===== src/rtl/step_seq_pkg.sv =====
package step_seq_pkg;
  localparam int POS_W          = 3;
  localparam int NUM_POS        = 1 << POS_W;
  localparam int NUM_COILS      = 2;
  localparam int TERMS_PER_COIL = 2;
  localparam int NUM_TERMS      = NUM_COILS * TERMS_PER_COIL;

  typedef logic [POS_W-1:0] pos_t;

  typedef enum logic [1:0] {
    DRV_OFF = 2'd0,
    DRV_FWD = 2'd1,
    DRV_REV = 2'd2
  } coil_drv_e;

  // polarity of one coil at a half-step position
  function automatic coil_drv_e coil_map(pos_t p, int unsigned coil);
    coil_drv_e d;
    d = DRV_OFF;
    if (coil == 0) begin
      unique case (p)
        3'd0, 3'd6, 3'd7: d = DRV_FWD;
        3'd2, 3'd3, 3'd4: d = DRV_REV;
        default:          d = DRV_OFF;
      endcase
    end else begin
      unique case (p)
        3'd0, 3'd1, 3'd2: d = DRV_FWD;
        3'd4, 3'd5, 3'd6: d = DRV_REV;
        default:          d = DRV_OFF;
      endcase
    end
    return d;
  endfunction
endpackage


===== src/rtl/step_edge.sv =====
module step_edge #(
  parameter int SYNC_STAGES = 2
) (
  input  logic clk_i,
  input  logic rst_ni,
  input  logic step_i,
  output logic pulse_o
);
  logic sampled;
  logic prev_q;

  generate
    if (SYNC_STAGES == 0) begin : g_direct
      assign sampled = step_i;
    end else begin : g_sync
      logic [SYNC_STAGES-1:0] sync_q;
      always_ff @(posedge clk_i or negedge rst_ni) begin
        if (!rst_ni) sync_q <= '0;
        else if (SYNC_STAGES == 1) sync_q <= step_i;
        else sync_q <= {sync_q[SYNC_STAGES-2:0], step_i};
      end
      assign sampled = sync_q[SYNC_STAGES-1];
    end
  endgenerate

  always_ff @(posedge clk_i or negedge rst_ni) begin
    if (!rst_ni) prev_q <= 1'b0;
    else         prev_q <= sampled;
  end

  assign pulse_o = sampled & ~prev_q;
endmodule


===== src/rtl/step_pos.sv =====
module step_pos
  import step_seq_pkg::*;
(
  input  logic clk_i,
  input  logic rst_ni,
  input  logic adv_i,
  input  logic set_i,
  input  logic cw_i,
  input  logic half_i,
  output pos_t pos_o
);
  pos_t pos_q;
  pos_t delta;
  pos_t pos_nxt;

  // odd position in full mode: single step snaps to even
  always_comb begin
    delta   = (half_i || pos_q[0]) ? pos_t'(1) : pos_t'(2);
    pos_nxt = cw_i ? pos_t'(pos_q + delta) : pos_t'(pos_q - delta);
  end

  always_ff @(posedge clk_i or negedge rst_ni) begin
    if (!rst_ni)    pos_q <= '0;
    else if (set_i) pos_q <= '0;
    else if (adv_i) pos_q <= pos_nxt;
  end

  assign pos_o = pos_q;
endmodule


===== src/rtl/coil_drive.sv =====
module coil_drive
  import step_seq_pkg::*;
(
  input  coil_drv_e                 drv_i,
  input  logic                      hold_i,
  output logic [TERMS_PER_COIL-1:0] hs_o,
  output logic [TERMS_PER_COIL-1:0] ls_o
);
  always_comb begin
    hs_o = '0;
    ls_o = '0;
    unique case (drv_i)
      DRV_FWD: begin hs_o = 2'b01; ls_o = 2'b10; end
      DRV_REV: begin hs_o = 2'b10; ls_o = 2'b01; end
      default: begin hs_o = hold_i ? 2'b11 : 2'b00; ls_o = 2'b00; end
    endcase
  end
endmodule


===== src/rtl/step_seq_top.sv =====
module step_seq_top
  import step_seq_pkg::*;
#(
  parameter int SYNC_STAGES = 2
) (
  input  logic                 clk_i,
  input  logic                 rst_ni,
  input  logic                 step_i,
  input  logic                 dir_i,
  input  logic                 half_i,
  input  logic                 hold_idle_i,
  input  logic                 set_i,
  output logic [POS_W-1:0]     phase_o,
  output logic [NUM_TERMS-1:0] hs_o,
  output logic [NUM_TERMS-1:0] ls_o
);
  logic step_pulse;
  pos_t pos;

  step_edge #(.SYNC_STAGES(SYNC_STAGES)) u_edge (
    .clk_i  (clk_i),
    .rst_ni (rst_ni),
    .step_i (step_i),
    .pulse_o(step_pulse)
  );

  step_pos u_pos (
    .clk_i (clk_i),
    .rst_ni(rst_ni),
    .adv_i (step_pulse),
    .set_i (set_i),
    .cw_i  (dir_i),
    .half_i(half_i),
    .pos_o (pos)
  );

  generate
    for (genvar c = 0; c < NUM_COILS; c++) begin : g_coil
      coil_drv_e drv;
      always_comb drv = coil_map(pos, c);
      coil_drive u_drv (
        .drv_i (drv),
        .hold_i(hold_idle_i),
        .hs_o  (hs_o[c*TERMS_PER_COIL +: TERMS_PER_COIL]),
        .ls_o  (ls_o[c*TERMS_PER_COIL +: TERMS_PER_COIL])
      );
    end
  endgenerate

  assign phase_o = pos;
endmodule


===== config.mk =====
export PLATFORM = sky130hd
export DESIGN_NAME = step_seq_top
export DESIGN_NICKNAME = d
export VERILOG_FILES = /design/src/rtl/step_seq_pkg.sv /design/src/rtl/step_edge.sv /design/src/rtl/step_pos.sv /design/src/rtl/coil_drive.sv /design/src/rtl/step_seq_top.sv
export SDC_FILE = /design/constraint.sdc
export NUM_CORES = 1
export LEC_CHECK = 0
export BUFFER_PORTS_ARGS = -buffer_cell sky130_fd_sc_hd__buf_2
export CAP_MARGIN = 0
export CORE_AREA = 2 2 39 41
export DETAILED_ROUTE_END_ITERATION = 8
export DIE_AREA = 0 0 41 43
export HOLD_SLACK_MARGIN = 0.02
export MAX_ROUTING_LAYER = met4
export SETUP_SLACK_MARGIN = 0.5
export SLEW_MARGIN = 30
export SYNTH_ARGS = -nofsm -noshare
export SYNTH_HDL_FRONTEND = slang
export SYNTH_SLANG_ARGS = --single-unit

===== constraint.sdc =====
create_clock -name clk_i -period 4.38 [get_ports clk_i]
set_clock_uncertainty 0.05 [all_clocks]
set_input_delay 0 -clock clk_i [delete_from_list [all_inputs] [get_ports clk_i]]
set_output_delay 0 -clock clk_i [all_outputs]
set_load 0.02 [all_outputs]

# After elaboration in Yosys (flattened, before gate mapping)

Cells that the tools add are included.

Logic and storage cells: 36
Output and inout port bits: 11
Input bits: 7
Flip-flop bits (word level): 6

Mux-type cells: 11
Reductions and logical operators: 7
Eq/ne operators: 11
Add/sub/neg operators: 2
Bitwise logic cells: 2

Operator list:

| operator           | number |
|---|---|
| $pmux 2 s2         | 6 |
| $eq 3x3->1 const B | 4 |
| $reduce_or 3->1    | 4 |
| $mux 3             | 3 |
| $eq 3x2->1 const B | 2 |
| $eq 2x1->1 const B | 2 |
| $eq 2x2->1 const B | 2 |
| $mux 2             | 2 |
| $add 3x3->3        | 1 |
| $eq 3x1->1 const B | 1 |
| $logic_not 3->1    | 1 |
| $sub 3x3->3        | 1 |
| $reduce_bool 2->1  | 1 |
| $and 1x1->1        | 1 |
| $logic_or 1x1->1   | 1 |
| $not 1->1          | 1 |

# Depth between registers and ports, before layout

Gate-level depths: netlist of the first run.

Depth after elaboration: 6
Depth in mapped cells: 6
Depth with buffers taken out: 6

# Modules after synthesis

From an unflattened synthesis of the first run, not the netlist that was laid out.

Cell total of the unflattened synthesis: 37
Area total of the unflattened synthesis: 406.6 um^2

Modules (own cells, without submodules):

| module       | cells an instance | times used | seq. area each (um^2) | area each (um^2) |
|---|---|---|---|---|
| step_pos     | 16                | 1          | 75.1                  | 168.9 |
| coil_drive   | 6                 | 2          | 0.0                   | 55.1 |
| step_edge    | 4                 | 1          | 75.1                  | 88.8 |
| step_seq_top | 5                 | 1          | 0.0                   | 38.8 |

# Worst setup path after synthesis of the first run

OpenSTA, ideal clock, no wires.

Path type: flip-flop to flip-flop
Start point: reg u_pos.pos_q[0], in the netlist u_pos.pos_o[0]
End point: reg u_pos.pos_q[2], in the netlist u_pos.pos_o[2]
Cell stages (with the launch flop): 6
Setup slack: 2.565 ns
Library setup time: 0.077 ns
Path buffers: 0
Period minus slack after synthesis: 1.815 ns
Required time: 4.253 ns
Arrival time: 1.688 ns
Cell sequence: dfrtp_1 -> o21ai_0 -> fa_1 -> xor2_1 -> or3_1 -> a21oi_1

Cells in the longest elaborated chain, start to end: 6
Elaborated cells between the ends (all ways): 7
Classes of those cells: add/sub: 2; mux: 4; reduce/logical: 1

Ends and longest elaborated chain:

| element                                           | line           | text |
|---|---|---|
| start: declaration                                | step_pos.sv:12 | `pos_t pos_q;` |
| start signal: assignment                          | step_pos.sv:25 | `else if (adv_i) pos_q <= pos_nxt;` |
| $logic_or 1x1->1                                  | step_pos.sv:18 | `delta = (half_i \|\| pos_q[0]) ? pos_t'(1) : pos_t'(2);` |
| $mux 2                                            | step_pos.sv:18 |  |
| $sub 3x3->3 / $add 3x3->3 (equally long branches) | step_pos.sv:19 | `pos_nxt = cw_i ? pos_t'(pos_q + delta) : pos_t'(pos_q - delta);` |
| $mux 3 (*)                                        | step_pos.sv:19 |  |
| $mux 3 (*)                                        | step_pos.sv:25 |  |
| $mux 3 (*)                                        | step_pos.sv:24 | `else if (set_i) pos_q <= '0;` |

Every way passes the cells marked *; elsewhere a longest branch is shown, timed or not. The select of a mux whose other input is x is not followed.
A chain may end at the register's enable or synchronous reset.

# Worst setup path in the final report of the first run

Same ends and word-level chain as after synthesis.

==> results of run 1 <==
-- synth_stat cells (3+ instances only) --
cell     number
nor2_1        3
inv_1         8
dfrtp_1       6
ha_1          4
nand2_1       3
a21oi_1       3
o21ai_0       6
-- worst max-delay path, stage by stage (launching register included) --
cell and delay [ns]:
dfrtp_1 0.46, o21ai_0 0.17, fa_1 0.43, xor2_1 0.18, or3_1 0.31, a21oi_1 0.15
-- kinds of logic (layout without fill, tap and decap cells) --
group | after synthesis | in the layout
AO/OA/AOI/OAI | 9 | 9
XOR/XNOR | 1 | 1
adder cells (fa/ha/maj) | 5 | 5
buffers and inverters | 9 | 31
flip-flops | 6 | 6
multiplexers | 2 | 2
AND/OR/NAND/NOR | 12 | 12
-- sequential cells by signal, indices dropped and copies added (netlist names) --
name	flops
u_edge.g_sync.sync_q	2
u_edge.prev_q	1
u_pos.pos_o	3
-- layout make-up --
| class | instances | area (um^2) |
|---|---|---|
| inverter | 8 | 30.0 |
| fill | 148 | 828 |
| sequential | 6 | 150 |
| multi-input combinational | 29 | 218 |
| timing repair buffer | 20 | 115 |
| tap | 16 | 20.0 |
| clock buffer | 3 | 22.5 |
-- through the flow --
stage | hold slack [ns] | setup WS, ns | utilization
2_1_floorplan | -0.346 | 2.56 | -
3_3_place_gp | -0.222 | 2.65 | 0.363
3_5_place_dp | -0.217 | 2.56 | 0.363
4_1_cts | 0.0584 | 2.55 | 0.401
5_1_grt | 0.0642 | 2.45 | 0.401
6_report | 0.0644 | 2.57 | 0.401
-- per-layer routing --
| layer | vias to the layer above | track usage | part of all wire |
|---|---|---|---|
| met3 | 0 | 0.0314 | 0.062 |
| met4 | 0 | 0.0600 | 0 |
| li1 | 189 | - | - |
| met1 | 144 | 0.110 | 0.45 |
| met2 | 14 | 0.163 | 0.49 |
| met5 | - | - | 0 |
-- report_power, final --
part / total (W) / switching [W] / internal (W)
clock network: 0.0000488 / 0.0000179 / 0.0000309
registers: 0.0000635 / 0.00000467 / 0.0000589
logic: 0.0000676 / 0.0000405 / 0.0000271
total: 0.000180 / 0.0000631 / 0.000117
-- worst paths after layout --
| check | startpoint | endpoint | slack [ns] | cells past startpoint |
|---|---|---|---|---|
| min in group clk_i | dir_i | u_pos.pos_o[2] | 0.13 | 4 |
| max reg2reg | u_pos.pos_o[0] | u_pos.pos_o[2] | 2.57 | 5 |
| min | rst_ni | u_pos.pos_o[1] | 0.06 | 2 |
| max | u_pos.pos_o[0] | u_pos.pos_o[2] | 2.57 | 5 |
| min reg2reg | u_edge.g_sync.sync_q[0] | u_edge.g_sync.sync_q[1] | 0.29 | 0 |
| max in group asynchronous | rst_ni | u_edge.prev_q | 4.06 | 2 |
-- timing repair --
action	4_1_cts	5_1_grt
hold buffers	3	0
hold endpoints to repair	10	0
setup buffers	0	0
==> impl_metrics.tcl, run 1 <==
set metrics [dict create \
    outcome "complete, no violations" \
    hpwlAfterDp_um 644 \
    ys_seq_elements 6 \
    grt_max_degree 9 \
    grt-ovfl-total 0 \
    cts_buffer_depth 2 \
    drt_wl_total_um 776 \
    max_cap_violations 0 \
    synth_area_leaders "dfrtp_1 37%, ha_1 12%, o21ai_0 7.5%" \
    layout_commonest_cell "buf_2" \
    dieArea_mm2 0.00176 \
    drv_slew 0 \
    synthFlopType "dfrtp_1" \
    diodes 0 \
    insertion_delay_ns 0.24 \
    drive_above_1_share 0.348 \
    vias 347 \
    required_ns 4.50 \
    initial_core_util 0.290 \
    crit_arrival_ns 1.92 \
    final_cells 82 \
    vias_per_cell 4.23 \
    clkTransAtPathRegs_ns 0.05 \
    async_flop_share 1.00 \
    grt_use_total 0.104 \
    fin_crit_sh 0.413 \
    synth_top_area_frac 0.374 \
    critPathMaxFanout 8 \
    synth_simple_gate_area_frac 0.181 \
    drt-initial-drc-count 4 \
    synth_area_um2 402 \
    postLayoutCellArea_um2 556 \
    avgRoutedWirePerCell_um 9.46 \
    area_growth_pct 38.3 \
    avgSynthCellArea_um2 9.13 \
    fmax_mhz 553 \
    synthAdderAreaFrac 0.174 \
    core_mm2 0.00138 \
    min_path_type "in2async" \
    grt_antenna_before_repair 0 \
    grt_pass1_vias 290 \
    dpl-instance-area_um2 503 \
    die_w_um 41 \
    finalSetupViolCount 0 \
    ant_nets 0 \
    nNetsFinal 80 \
    final-hold-violation-count 0 \
    yosysTopAreaCell "dfrtp_1" \
    worstMarginPinSlew_ns 0.260 \
    layout_common_cells "17 x buf_2, 8 x inv_1, 6 x o21ai_0, 6 x dfrtp_1, 4 x ha_1" \
    synth_edf_count 0 \
    cts_resized 0 \
    rsz0062_at_grt "false" \
    htree_levels 1 \
    synth_cells 44 \
    setup-tns-final_ns 0 \
    cts_buffers 3 \
    startpoint_type "flop" \
    dr.pass1.iters 2 \
    synth-compound-area-share 0.112 \
    period_needed_ns 1.81 \
    syn_nets 56 \
    path_class "reg2reg" \
    yosys_warnings 0 \
    io_pins 18 \
    synth_top_family_by_area "simple AND/OR/NAND/NOR gates" \
    synth_mux_area_frac 0.0530 \
    ir_drop_v 0.000156 \
    seq_area_frac_synth 0.374 \
    dp_cells 76 \
    drc_errors 0 \
    power_w 0.000180 \
    place.gp.congestion 0.774 \
    clock-sinks 6 \
    cts_root_buffer "clkbuf_4" \
    synthXorXnorAreaFrac 0.0218 \
    relSlewSlack 0.825 \
    synthDistinctLibCells 18 \
    numPortBuffers 17 \
    row_count 14 \
    endpoint_kind "flop" \
    powerDensity_mw_per_mm2 324 \
    die_h_um 43 \
    power_leakage_nw 0.303 \
    grt_pass1_wl_mm 1.17 \
    cts_tree "yes" \
]
Power figures use the tool's default switching activity.
==> inputs of run 2 (changes only) <==
--- a/config.mk
+++ b/config.mk
@@ -5,6 +5,7 @@
 export SDC_FILE = /design/constraint.sdc
 export NUM_CORES = 1
 export LEC_CHECK = 0
+export ABC_AREA = 1
 export BUFFER_PORTS_ARGS = -buffer_cell sky130_fd_sc_hd__buf_2
 export CAP_MARGIN = 0
 export CORE_AREA = 2 2 39 41
==> constraint.sdc (replaced) <==
create_clock -name clk_i -period 1.6 [get_ports clk_i]
set_clock_uncertainty 0.05 [all_clocks]
set_input_delay 0 -clock clk_i [delete_from_list [all_inputs] [get_ports clk_i]]
set_output_delay 0 -clock clk_i [all_outputs]
set_load 0.02 [all_outputs]
==> impl_metrics.tcl, run 2 <==
set metrics [dict create \
    nNetsFinal 102 \
    fin_ws_ns 0.00878 \
    dpl-instance-area_um2 618 \
    min_path_type "in2async" \
    die_h_um 43 \
    ant_nets 0 \
    grt_max_degree 7 \
    syn_nets 70 \
    startpoint_type "flop" \
    clock-sinks 6 \
    outcome "complete, no violations" \
    row_count 14 \
    yosys_warnings 0 \
    endpoint_kind "primary output" \
    insertion_delay_ns 0.25 \
    seq_area_frac_synth 0.360 \
    synth_area_leaders "dfrtp_1 36%, nand2_1 16%, ha_1 12%" \
    fin_crit_sh 0.995 \
    vias_per_cell 4.47 \
    r2r-end "u_pos.pos_o[1]" \
    cp_slowest_stage_delay_ns 0.41 \
    drv_slew 0 \
    synth_top_area_frac 0.360 \
    ff2ff_path_depth 5 \
    cts_buffer_depth 2 \
    grt-ovfl-total 0 \
    max_cap_violations 0 \
    synthDistinctLibCells 14 \
    synth_area_um2 417 \
    dr.pass1.iters 4 \
    synthFlopType "dfrtp_1" \
    grt_pass1_vias 472 \
    avgSynthCellArea_um2 7.18 \
    area_growth_pct 92.5 \
    ys_seq_elements 6 \
    relSlewSlack 0.828 \
    layout_commonest_cell "nand2_1" \
    netlist_top_cells_count "18 x nand2_1, 12 x inv_1, 6 x dfrtp_1, 6 x o21ai_0, 4 x ha_1" \
    required_ns 1.55 \
    power_w 0.000730 \
    die_w_um 41 \
    worstMarginPinSlew_ns 0.258 \
    grt_antenna_before_repair 0 \
    layout_common_cells "14 x nand2_1, 11 x buf_2, 8 x inv_1, 8 x buf_4" \
    vias 469 \
    slowest_stage "dfrtp_2" \
    final_util 0.580 \
    cts_buffers 3 \
    drive_above_1_share 0.596 \
    synth_edf_count 0 \
    dieArea_mm2 0.00176 \
    path_class "reg2out" \
    power_leakage_nw 0.406 \
    setup-tns-final_ns 0 \
    fmax_mhz 628 \
    path_cells "inv_1 -> nand3_2 -> nand2_2 -> inv_2 -> ha_4 -> nand2_4 -> o21ai_4 -> buf_6" \
    rr_startpoint "u_pos.pos_o[0]" \
    clkTransAtPathRegs_ns 0.05 \
    cts_tree "yes" \
    initial_core_util 0.301 \
    powerDensity_mw_per_mm2 910 \
    numPortBuffers 17 \
    async_flop_share 1.00 \
    dp_slack_ns 0.112 \
    period_needed_ns 1.59 \
    finalSetupViolCount 0 \
    ir_drop_v 0.000580 \
    critPathMaxFanout 4 \
    postLayoutCellArea_um2 802 \
    grt_pass1_wl_mm 1.74 \
    drc_errors 0 \
    hpwlAfterDp_um 776 \
    place.gp.congestion 0.717 \
    final-hold-violation-count 0 \
    diodes 0 \
    htree_levels 1 \
    avgRoutedWirePerCell_um 9.80 \
    rsz0062_at_grt "true" \
    cts_root_buffer "clkbuf_4" \
    core_mm2 0.00138 \
    drt-initial-drc-count 9 \
    grt_use_total 0.145 \
    io_pins 18 \
    r2r_slack_ns 0.15 \
    synth.most_common_cell "nand2_1" \
    yosysTopAreaCell "dfrtp_1" \
    largest_register_ffs 3 \
    crit_arrival_ns 1.54 \
    synth_cells 58 \
    drt_wl_total_mm 1.03 \
]
[run 2: changes by cell type in the layout (fill, tap and decap cells not counted), sizes merged, moves of 2 or more]
| cell | before | now |
|---|---|---|
| a21oi | 3 | 1 |
| buf | 17 | 24 |
| inv | 8 | 14 |
| nand2 | 3 | 19 |
| nand2b | 2 | 0 |
| nand3 | 0 | 3 |
| nor2 | 3 | 1 |
[run 2: layout make-up]
cell class | count | area, um^2
Inverter | 14 | 55.1
Clock buffer | 4 | 26.3
Fill cell | 135 | 582
Tap cell | 16 | 20.0
Timing Repair Buffer | 28 | 211
Multi-Input combinational cell | 37 | 335
Sequential cell | 6 | 154
[run 2: stage by stage]
stage | cells | hold slack, ns
after detailed placement | 90 | -0.225
after global routing | 105 | 0.0738
final | 105 | 0.0502
after floorplan | 58 | -0.346
after CTS | 104 | 0.0495
after global placement | 90 | -0.222
[run 2: worst max path at each step]
stage                               from             end
final                     u_pos.pos_o[1]         hs_o[0]
after global routing      u_pos.pos_o[2]         hs_o[0]
after CTS                 u_pos.pos_o[2]         hs_o[0]
after detailed placement  u_pos.pos_o[0]         hs_o[0]
after global placement    u_pos.pos_o[0]         hs_o[1]
after floorplan           u_pos.pos_o[0]  u_pos.pos_o[2]
[run 2: report_power, final]
group	internal (W)	switching (W)	total [W]	leakage, nW
combinational	0.000196	0.000212	0.000408	0.321
clock	0.0000944	0.0000537	0.000148	0.0150
sequential	0.000164	0.00000989	0.000173	0.0707
total	0.000454	0.000275	0.000730	0.406
[run 2: timing repair]
item                                    CTS  global route
hold buffers                              4             0
endpoints found under the hold margin     9             0
resized for setup                        17             5
buffers inserted                          6             1
endpoints found under the setup margin   10            10
pin swaps                                 4             4
[run 2: routing by layer]
layer	wire, um	up-vias	track usage
li1	-	238	-
met1	341	218	0.152
met2	642	13	0.256
met3	46	0	0.0471
met4	0	0	0.0200
met5	0	-	-
[run 2: logic make-up after synthesis]
kind of cell             share of synthesized area
adder cells (fa/ha/maj)                      0.168
AND/OR/NAND/NOR                              0.240
flip-flops                                   0.360
buffers and inverters                        0.135
AO/OA/AOI/OAI                               0.0961
[run 2: critical path, delay by kind of cell, from the launching register on]
kind	cells	cell delay, ns
compound gates	1	0.06
simple gates	3	0.24
flops	1	0.41
fa+ha+maj	1	0.31
buf+inv	3	0.28
==> inputs of run 3 (changes only) <==
--- a/config.mk
+++ b/config.mk
@@ -5,14 +5,15 @@
 export SDC_FILE = /design/constraint.sdc
 export NUM_CORES = 1
 export LEC_CHECK = 0
-export ABC_AREA = 1
 export BUFFER_PORTS_ARGS = -buffer_cell sky130_fd_sc_hd__buf_2
 export CAP_MARGIN = 0
 export CORE_AREA = 2 2 39 41
 export DETAILED_ROUTE_END_ITERATION = 8
 export DIE_AREA = 0 0 41 43
+export GPL_TIMING_DRIVEN = 0
 export HOLD_SLACK_MARGIN = 0.02
 export MAX_ROUTING_LAYER = met4
+export PLACE_DENSITY_LB_ADDON = 0.2
 export SETUP_SLACK_MARGIN = 0.5
 export SLEW_MARGIN = 30
 export SYNTH_ARGS = -nofsm -noshare
==> impl_metrics.tcl, run 3 (same netlist as run 1, synthesis figures left out) <==
set metrics [dict create \
    outcome "finished with violations" \
    violations "negative setup slack" \
    dp_cells 77 \
    grt_pass1_wl_mm 1.44 \
    insertion_delay_ns 0.24 \
    drive_above_1_share 0.634 \
    dieArea_mm2 0.00176 \
    setup.worst_path.start "u_pos.pos_o[1]" \
    critical_path.top_delay_family "flip-flops" \
    crit_arrival_ns 1.80 \
    cts_root_buffer "clkbuf_4" \
    rsz0062_at_grt "true" \
    diodes 0 \
    grt_use_total 0.126 \
    htree_levels 1 \
    dr.pass1.iters 2 \
    finalSetupViolCount 5 \
    fin_ws_ns -0.0854 \
    cts_buffer_depth 2 \
    slowest_stage "dfrtp_2" \
    whs_ns 0.0540 \
    critical_path_buf_inv_count 1 \
    largest_register_ffs 3 \
    drc_errors 0 \
    layout_commonest_cell "buf_2" \
    max_cap_violations 0 \
    vias 379 \
    fin_crit_sh 1.05 \
    rr_startpoint "u_pos.pos_o[1]" \
    numPortBuffers 17 \
    cp_slowest_stage_delay_ns 0.44 \
    row_count 14 \
    fmax_mhz 593 \
    die_w_um 41 \
    ir_drop_v 0.000560 \
    path_class "reg2reg" \
    layout_common_cells "12 x buf_2, 7 x inv_1, 5 x buf_6" \
    clkTransAtPathRegs_ns 0.05 \
    place.gp.congestion 0.663 \
    core_mm2 0.00138 \
    grt_antenna_before_repair 0 \
    initial_core_util 0.290 \
    final.fill_count 139 \
    io_pins 18 \
    ant_nets 0 \
    path_cells "buf_6 -> fa_2 -> xor2_1 -> or3_1 -> a21oi_2" \
    min_path_type "in2async" \
    grt_pass1_vias 341 \
    required_ns 1.72 \
    relSlewSlack 0.789 \
    drv_slew 0 \
    drt_wl_total_um 837 \
    final_cells 87 \
    clock-sinks 6 \
    hpwlAfterDp_um 609 \
    nNetsFinal 84 \
    critPathMaxFanout 7 \
    endpoint_kind "flop" \
    vias_per_cell 4.36 \
    powerDensity_mw_per_mm2 866 \
    startpoint_type "flop" \
    area_growth_pct 77.9 \
    final-hold-violation-count 0 \
    grt_max_degree 8 \
    die_h_um 43 \
    grt-ovfl-total 0 \
    drt-initial-drc-count 2 \
    worstMarginPinSlew_ns 0.317 \
    cts_buffers 3 \
    cts_tree "yes" \
    avgRoutedWirePerCell_um 9.62 \
    power_leakage_nw 0.335 \
    period_needed_ns 1.69 \
]
## run 3: what timing repair did
| item | CTS | global route |
|---|---|---|
| setup endpoints to repair | 10 | 11 |
| pin swaps | 4 | 2 |
| hold endpoints to repair | 10 | 0 |
| gates resized for setup | 10 | 8 |
| buffers inserted | 3 | 0 |
| hold buffers | 3 | 0 |
## run 3: final timing paths
kind / depth (start not counted) / slack, ns / endpoint
max in group asynchronous: 2 / 1.29 / u_pos.pos_o[2]
hold / removal: 2 / 0.05 / u_pos.pos_o[0]
setup reg to reg: 5 / -0.09 / u_pos.pos_o[2]
hold reg to reg: 0 / 0.30 / u_edge.g_sync.sync_q[1]
setup / recovery: 5 / -0.09 / u_pos.pos_o[2]
min in group clk_i: 4 / 0.18 / u_pos.pos_o[0]
## run 3: worst register-to-register path, stage by stage (launching register included)
cell and delay [ns]:
dfrtp_2 0.44, buf_6 0.14, fa_2 0.37, xor2_1 0.15, or3_1 0.32, a21oi_2 0.13
## run 3: area by class of cell
| class | count | area [um^2] | area share |
|---|---|---|---|
| multi-input combinational | 29 | 312 | 0.436 |
| timing repair buffer | 23 | 169 | 0.236 |
| sequential | 6 | 154 | 0.215 |
| inverter | 8 | 30.0 | 0.0420 |
| clock buffer | 4 | 26.3 | 0.0368 |
| tap | 16 | 20.0 | 0.0280 |
| buffer | 1 | 3.75 | 0.00525 |
## run 3: per-layer routing
| metal | global-route usage | vias to the layer above | wire length [um] |
|---|---|---|---|
| li1 | - | 194 | - |
| met1 | 0.150 | 175 | 362 |
| met2 | 0.181 | 10 | 431 |
| met3 | 0.0471 | 0 | 43 |
| met4 | 0.0600 | 0 | 0 |
| met5 | - | - | 0 |
## run 3: report_power, final
part | internal [W] | switching, W
sequential | 0.000162 | 0.0000125
combinational | 0.000144 | 0.000149
clock | 0.0000946 | 0.0000564
## run 3: metrics by stage
stage	setup TNS [ns]	utilization	cell area [um^2]	worst slack, ns	power (W)
detailed placement	-0.0258	0.414	573	-0.0258	0.000405
finish	-0.242	0.516	714	-0.0854	0.000619
floorplan	-0.0106	-	468	-0.0106	0.000348
CTS	-0.225	0.497	688	-0.0786	0.000606
global route	-0.697	0.516	714	-0.153	0.000670
global placement	-0.0374	0.414	573	-0.0374	0.000403
